**config.mk**
```make
export PLATFORM = sky130hd
export DESIGN_NAME = can_mode_seq
export DESIGN_NICKNAME = d
export VERILOG_FILES = /design/src/rtl/can_mode_pkg.sv /design/src/rtl/can_busoff_recov.sv /design/src/rtl/can_mode_fsm.sv /design/src/rtl/can_mode_seq.sv
export SDC_FILE = /design/constraint.sdc
export NUM_CORES = 1
export LEC_CHECK = 0
export BUFFER_PORTS_ARGS = -buffer_cell sky130_fd_sc_hd__clkbuf_2
export CAP_MARGIN = 20
export CORE_ASPECT_RATIO = 1.2
export CORE_MARGIN = 2
export CORE_UTILIZATION = 50
export DETAILED_ROUTE_END_ITERATION = 16
export PLACE_DENSITY = 0.78
export SETUP_SLACK_MARGIN = 0.5
export SLEW_MARGIN = 20
export SYNTH_ARGS = -nofsm -noshare
export SYNTH_HDL_FRONTEND = slang
export SYNTH_SLANG_ARGS = --single-unit
```
**constraint.sdc**
```tcl
create_clock -name clk -period 2 [get_ports clk]
set_input_delay 0.1 -clock clk [delete_from_list [all_inputs] [get_ports clk]]
set_output_delay 0.1 -clock clk [all_outputs]
set_load 0.02 [all_outputs]
```
**src/rtl/can_mode_pkg.sv**
```systemverilog
package can_mode_pkg;
  typedef enum logic [2:0] {
    MD_INIT    = 3'd0,
    MD_RUN     = 3'd1,
    MD_SLEEP   = 3'd2,
    MD_IFSLEEP = 3'd3,
    MD_BUSOFF  = 3'd4
  } can_mode_e;
endpackage

```
**src/rtl/can_busoff_recov.sv**
```systemverilog
// Counts runs of recessive bits while bus-off; raises done when enough runs seen.
module can_busoff_recov #(
  parameter int RUN_LEN    = 11,
  parameter int OCC_TARGET = 128
) (
  input  logic clk,
  input  logic rst_n,
  input  logic active,
  input  logic bus_bit,
  input  logic bit_strobe,
  output logic done
);
  localparam int RW = $clog2(RUN_LEN + 1);
  localparam int OW = $clog2(OCC_TARGET + 1);

  logic [RW-1:0] run_q;
  logic [OW-1:0] occ_q;

  always_ff @(posedge clk or negedge rst_n) begin
    if (!rst_n) begin
      run_q <= '0;
      occ_q <= '0;
    end else if (!active) begin
      run_q <= '0;
      occ_q <= '0;
    end else if (bit_strobe && !done) begin
      if (!bus_bit) begin
        run_q <= '0;
      end else if (run_q == RW'(RUN_LEN - 1)) begin
        run_q <= '0;
        occ_q <= occ_q + 1'b1;
      end else begin
        run_q <= run_q + 1'b1;
      end
    end
  end

  assign done = (occ_q == OW'(OCC_TARGET));
endmodule

```
**src/rtl/can_mode_fsm.sv**
```systemverilog
// Mode state register, next-state priority logic and the entry clear pulse.
module can_mode_fsm
  import can_mode_pkg::*;
(
  input  logic      clk,
  input  logic      rst_n,
  input  logic      sw_reset_req,
  input  logic      sleep_req,
  input  logic      clkstop_req,
  input  logic      force_recover,
  input  logic      tx_busy,
  input  logic      tx_done,
  input  logic      tx_arb_lost,
  input  logic      tx_err,
  input  logic      tec_over,
  input  logic      recov_done,
  output can_mode_e mode_q,
  output logic      clr_q
);
  can_mode_e mode_d;
  logic      tx_clear;

  // A frame in flight blocks the reset request until it ends one way or another.
  assign tx_clear = !tx_busy || tx_done || tx_arb_lost || tx_err;

  always_comb begin
    mode_d = mode_q;
    unique case (mode_q)
      MD_INIT: begin
        if (sleep_req)          mode_d = MD_SLEEP;
        else if (!sw_reset_req) mode_d = MD_RUN;
      end
      MD_SLEEP: begin
        if (clkstop_req)        mode_d = MD_IFSLEEP;
        else if (!sleep_req)    mode_d = MD_INIT;
      end
      MD_IFSLEEP: begin
        if (!clkstop_req)       mode_d = MD_SLEEP;
      end
      MD_RUN: begin
        if (sw_reset_req && tx_clear) mode_d = MD_INIT;
        else if (tec_over)            mode_d = MD_BUSOFF;
      end
      MD_BUSOFF: begin
        if (force_recover)      mode_d = MD_RUN;
        else if (sw_reset_req)  mode_d = MD_INIT;
        else if (recov_done)    mode_d = MD_RUN;
      end
      default:                  mode_d = MD_INIT;
    endcase
  end

  always_ff @(posedge clk or negedge rst_n) begin
    if (!rst_n) begin
      mode_q <= MD_INIT;
      clr_q  <= 1'b0;
    end else begin
      mode_q <= mode_d;
      clr_q  <= (mode_d == MD_INIT) && (mode_q != MD_INIT);
    end
  end
endmodule

```
**src/rtl/can_mode_seq.sv**
```systemverilog
// Top: CAN controller operating-mode sequencer.
module can_mode_seq
  import can_mode_pkg::*;
#(
  parameter int TEC_W      = 9,
  parameter int TEC_LIMIT  = 255,
  parameter int RUN_LEN    = 11,
  parameter int OCC_TARGET = 128
) (
  input  logic             clk,
  input  logic             rst_n,
  input  logic             sw_reset_req,
  input  logic             sleep_req,
  input  logic             clkstop_req,
  input  logic             force_recover,
  input  logic             tx_busy,
  input  logic             tx_done,
  input  logic             tx_arb_lost,
  input  logic             tx_err,
  input  logic [TEC_W-1:0] tec,
  input  logic             bus_bit,
  input  logic             bit_strobe,
  output logic [2:0]       mode,
  output logic             st_reset,
  output logic             st_busoff,
  output logic             regs_locked,
  output logic             clr_pulse,
  output logic             proto_clk_en,
  output logic             bus_active
);
  can_mode_e mode_q;
  logic      tec_over;
  logic      recov_done;

  assign tec_over = (tec > TEC_W'(TEC_LIMIT));

  can_mode_fsm u_fsm (
    .clk           (clk),
    .rst_n         (rst_n),
    .sw_reset_req  (sw_reset_req),
    .sleep_req     (sleep_req),
    .clkstop_req   (clkstop_req),
    .force_recover (force_recover),
    .tx_busy       (tx_busy),
    .tx_done       (tx_done),
    .tx_arb_lost   (tx_arb_lost),
    .tx_err        (tx_err),
    .tec_over      (tec_over),
    .recov_done    (recov_done),
    .mode_q        (mode_q),
    .clr_q         (clr_pulse)
  );

  can_busoff_recov #(
    .RUN_LEN    (RUN_LEN),
    .OCC_TARGET (OCC_TARGET)
  ) u_recov (
    .clk        (clk),
    .rst_n      (rst_n),
    .active     (mode_q == MD_BUSOFF),
    .bus_bit    (bus_bit),
    .bit_strobe (bit_strobe),
    .done       (recov_done)
  );

  assign mode         = mode_q;
  assign st_reset     = (mode_q == MD_INIT);
  assign regs_locked  = (mode_q == MD_INIT);
  assign st_busoff    = (mode_q == MD_BUSOFF);
  assign proto_clk_en = (mode_q != MD_IFSLEEP);
  assign bus_active   = (mode_q == MD_RUN) || (mode_q == MD_BUSOFF);
endmodule

```
## After elaboration in Yosys (flattened, before gate mapping)

Cells that the tools add are included.

- Output and inout port bits: 9
- Input port bits: 21
- Bits in registers: 16
- Word-level logic and storage cells: 49

- Reduce and logical (&&, ||, !) cells: 13
- Muxes and demuxes: 19
- Add/sub/neg operators: 2
- Equality and inequality tests: 10
- Order comparisons: 1

Operators by type and width:

| cell | number |
|---|---|
| two-way mux 8 bit | 4 |
| two-way mux 3 bit | 10 |
| two-way mux 4 bit | 4 |
| one-hot mux 3 bit (5 select lines) | 1 |
| greater-than comparator 9 x 8 -> 1 bit (second input constant) | 1 |
| adder 8 x 1 -> 8 bit (second input constant) | 1 |
| == test 8 bit (second input constant) | 1 |
| == test 3 x 2 -> 1 bit (second input constant) | 2 |
| logical NOT 3 bit | 2 |
| inequality test 2 bit (second input constant) | 3 |
| adder 4 x 1 -> 4 bit (second input constant) | 1 |
| == test 4 bit (second input constant) | 1 |
| logical OR 1 bit | 4 |
| == test 3 x 1 -> 1 bit (second input constant) | 1 |
| == test 3 bit (second input constant) | 1 |
| logical AND 1 bit | 3 |
| inequality test 3 x 2 -> 1 bit (second input constant) | 1 |
| AND reduction 3 bit | 1 |
| nonzero test 3 bit | 1 |
| logical NOT 1 bit | 2 |

## Logic depth before layout (Yosys ltp)

- Word-level depth: 9
- Mapped depth: 7
- Mapped depth without buffers: 6

## Modules after synthesis

From an unflattened synthesis, not the netlist that was laid out.

- Cells, all modules: 107
- Area, all modules: 983.4 µm²

Modules (own cells, without submodules):

| module | sequential area each (µm²) | cells an instance | times used | area each (µm²) |
|---|---|---|---|---|
| can_busoff_recov | 300.3 | 74 | 1 | 710.7 |
| can_mode_fsm | 100.1 | 26 | 1 | 229.0 |
| can_mode_seq | 0.0 | 7 | 1 | 43.8 |

## Least setup slack after synthesis

Ideal clock, no wire load.

- Path type: flip-flop to flip-flop
- From: reg u_recov.run_q[0]
- To: reg u_recov.occ_q[2]
- Required time: 1.922 ns
- Clock period less this slack: 1.570 ns
- Arrival time: 1.492 ns
- Setup time: 0.078 ns
- Cell stages (with the launch flop): 8
- Buffers on the path: 1
- Path slack: 0.430 ns
- Cell sequence: dfrtp_1 inv_1 ha_1 and3b_1 buf_6 nand3_1 or4_1 a21oi_1

- Longest elaborated chain between the ends: 3

RTL lines:

| item | RTL line | text |
|---|---|---|
| start, declared | can_busoff_recov.sv:16 | `logic [RW-1:0] run_q;` |
| start signal, assigned | can_busoff_recov.sv:33 | `run_q <= run_q + 1'b1;` |
| == test 4 bit | can_busoff_recov.sv:29 | `end else if (run_q == RW'(RUN_LEN - 1)) begin` |
| inequality test 2 bit (no line) | -- |  |
| AND reduction 3 bit (no line) | -- |  |
| end signal, assigned | can_busoff_recov.sv:31 | `occ_q <= occ_q + 1'b1;` |
| end, declared | can_busoff_recov.sv:17 | `logic [OW-1:0] occ_q;` |

No other way between the ends.
A chain may end at the register's enable or synchronous reset.

## Worst setup path after layout

Same ends and word-level chain as after synthesis.

==> summary.txt <==
Timing
  • Crit path time final: around 1.6 ns
  • Fmax: between 600 and 700 MHz
  • Slew Viols, Final: 0
  • Fin Setup TNS: 0 ns
  • Worst slew margin: about three fifths
  • Clock Skew: between 0.002 and 0.003 ns
  • Final period util: between 70% and 80%
  • Hold WS: 0.0281 ns
  • Worst slew pin tran: around 0.61 ns
  • RSZ-0062 raised after global routing: yes
  • Fin. Hold Viols: 0
  • Setup Viol. Count Final: 0

Floorplan
  • IO Count: 30
  • Initial core utilization: a little over half
  • Die area: about 2400 µm²
  • Row cnt: 17
  • Die H: roughly 54 µm
  • Placeable Area: approximately 1900 µm²
  • Die X-Extent: 45.4 µm

Worst setup path
  • Worst reg-to-reg path cell count: 6
  • Required time of the worst setup path: 2.22 ns
  • Critical Path Max Stage Delay: 0.43 ns
  • WS Path Type: register to register
  • CP startpoint kind: register
  • Worst R2R End: u_recov.occ_q[2]
  • Crit path capture type: register
  • Critical Path, Cell by Cell: inv_1 -> ha_1 -> and3b_2 -> nand3_2 -> or4_4 -> a21oi_2
  • CP max FO: 5
  • R2r startpoint: u_recov.run_q[0]
  • Top delay family on crit path: simple AND/OR/NAND/NOR gates
  • Data arrival time of the worst path: 1.82 ns
  • Levels on crit path: 6
  • Flop2flop setup slack: between 0.4 and 0.5 ns
  • Worst Path Buf+Inv: 1
  • CP Capture Point: u_recov.occ_q[2]
  • Worst path slowest cell: or4_4
  • Launch point of the critical path: u_recov.run_q[0]

Routing
  • Via Count: ~970
  • Routed WL: roughly 2300 µm
  • Routed len/inst: about 14 µm
  • Post-DR vias/cell: 5.90
  • Initial DRC count: 9
  • Drt first pass iters: 4
  • Detail Route Antenna Nets: 0
  • Drc violations: 0

Synthesis
  • Synth Area in Compound Gates: between 15 and 20%
  • Mapped Nets: approximately 140
  • Syn Area/Cell: roughly 9.1 µm²
  • Post-synthesis sequential area ratio: between 30% and 40%
  • Ys Warns: 0
  • Largest family of logic cells by synthesized area: simple AND/OR/NAND/NOR gates
  • Post-synthesis simple-gate area fraction: 27.1%
  • Synthesized instance count: around 110
  • Post-synth EDFFs: 0
  • Post-synthesis adder-cell area fraction: under 10%
  • Cell variety after synth: 37
  • Async S/R FF share, synth: 100%
  • Ys flop type: dfrtp_1
  • Post-Synth XOR/XNOR Area: ~4.3%
  • Mapped Area: a little over 1000 µm²
  • Multiplexer share of the synthesized area: 0%
  • Flops & latches, synth: 16

Cells and area
  • Inserted Diodes: 0
  • Share of layout cells above drive strength 1: just over 40%
  • Util after Layout: 68.9%
  • Finished Cell Area: ~1300 µm²
  • Syn-to-layout area delta: 27.2%
  • Fin nets: 171

Power
  • Power Density: roughly 760 nW/µm²
  • Leak: roughly 0.58 nW
  • Post-layout total power: 0.990 mW
  • Peak supply drop: just under 0.9 mV

Clocking
  • Clk sinks: 16
  • CTS buffer count: 3
  • H-tree levels: 1
  • Latest clock arrival within the worst-skew pair: ~0.28 ns
  • TritonCTS clock tree: built
  • Clock transition at path regs: ~0.09 ns
  • CTS max path bufs: 2
  • Root buf cell: clkbuf_4

Global route
  • Global-route wire length before repair: roughly 3800 µm
  • Initial antenna violation count: 0
  • GRT Residual Overflow: 0
  • Largest net degree at the start of global routing: 17
  • Number of global-route vias before repair: between 900 and 1,000
  • Total GRT Usage: between 20% and 30%

Placed design
  • Post-Place Cell Area: ~1100 µm²
  • Detailed Place HPWL: around 1600 µm
  • Gpl congestion: about 0.8
  • Buffers on Ports: 21

Status
  • Status: completed

Flow run
  • Max Cap Viol: 0

Hold path
  • Hold path cells: 2
  • Worst Hold Class: input pin to register
==> routing by layer <==
layer  track usage [%]  vias up  part of all wire, %
li1                  -      472                    -
met1              25.0      466                   43
met2              38.6       25                   53
met3              2.01        4                  3.5
met4              11.3        0                  1.3
met5                 0        -                    0
==> power breakdown <==
| part | internal, mW | total, mW | switching [mW] |
|---|---|---|---|
| clock | 0.0775 | 0.177 | 0.0998 |
| sequential | 0.362 | 0.387 | 0.0253 |
| combinational | 0.163 | 0.426 | 0.263 |
| total | 0.602 | 0.990 | 0.388 |
==> through the flow <==
| stage | instances | setup slack [ns] |
|---|---|---|
| after global placement | 147 | 0.346 |
| after global routing | 164 | 0.342 |
| after CTS | 162 | 0.421 |
| after floorplan | 113 | 0.473 |
| after detailed placement | 147 | 0.299 |
| final | 164 | 0.401 |
==> cell type report <==
class	instances	area, µm²
inverter	9	33.8
clock buffer	4	26.3
timing repair buffer	35	216
sequential	16	404
multi-input combinational	81	601
tap	19	23.8
fill	156	588
==> layout by cell type, fill, tap and decap left out, types with 2 or more instances in the layout <==
cell type,instances
a21oi_1,5
a21oi_2,4
and3_1,3
buf_4,12
clkbuf_2,21
clkbuf_4,3
dfrtp_1,13
dfrtp_2,3
ha_1,3
inv_1,9
nand2_1,8
nand3_1,3
nand3b_1,2
nand4_1,5
nor2_1,8
o21ai_0,5
o22ai_1,2
o41ai_1,2
or3_1,2
or3_4,2
or4_4,2
xor2_1,4
==> flip-flops by register name, summed over array words and instances (netlist names) <==
name and cells:
u_recov.occ_q 8, u_recov.run_q 4, u_fsm.mode_q 3, u_fsm.clr_q 1
==> worst min-delay path by stage <==
stage | start | slack [ns] | endpoint
6_report | force_recover | 0.03 | u_fsm.mode_q[2]
5_1_grt | force_recover | 0.05 | u_fsm.mode_q[2]
4_1_cts | force_recover | 0.03 | u_fsm.mode_q[2]
3_5_place_dp | rst_n | 0.05 | u_recov.occ_q[6]
3_3_place_gp | rst_n | 0.05 | u_recov.occ_q[6]
2_1_floorplan | rst_n | -0.20 | u_fsm.clr_q
==> cell families (layout without fill, tap and decap cells) <==
logic type	count (synthesis)	count (layout)
AO/OA/AOI/OAI	25	25
buffers and inverters	16	48
flip-flops	16	16
XOR/XNOR	5	5
adder cells (fa/ha/maj)	4	4
AND/OR/NAND/NOR	47	47
==> synth_stat cells (all sizes together), types with 3 or more instances <==
library cell / instances / area, µm²
ha: 4 / 50.1
inv: 9 / 33.8
a21oi: 9 / 45.0
o21ai: 6 / 30.0
nand2: 10 / 37.5
and3: 4 / 26.3
nor2: 8 / 30.0
o41ai: 3 / 45.1
nand4: 5 / 31.3
nand3: 4 / 20.0
buf: 5 / 33.8
dfrtp: 16 / 400
xor2: 4 / 35.0
or3: 4 / 30.0
==> what timing repair did <==
item / 4_1_cts / 5_1_grt
setup buffers: 10 / 2
pin swaps: 5 / 8
gates resized for setup: 3 / 12
hold buffers: 1 / 0
setup endpoints to repair: 9 / 13
hold endpoints to repair: 16 / 0
Power figures use the tool's default switching activity.
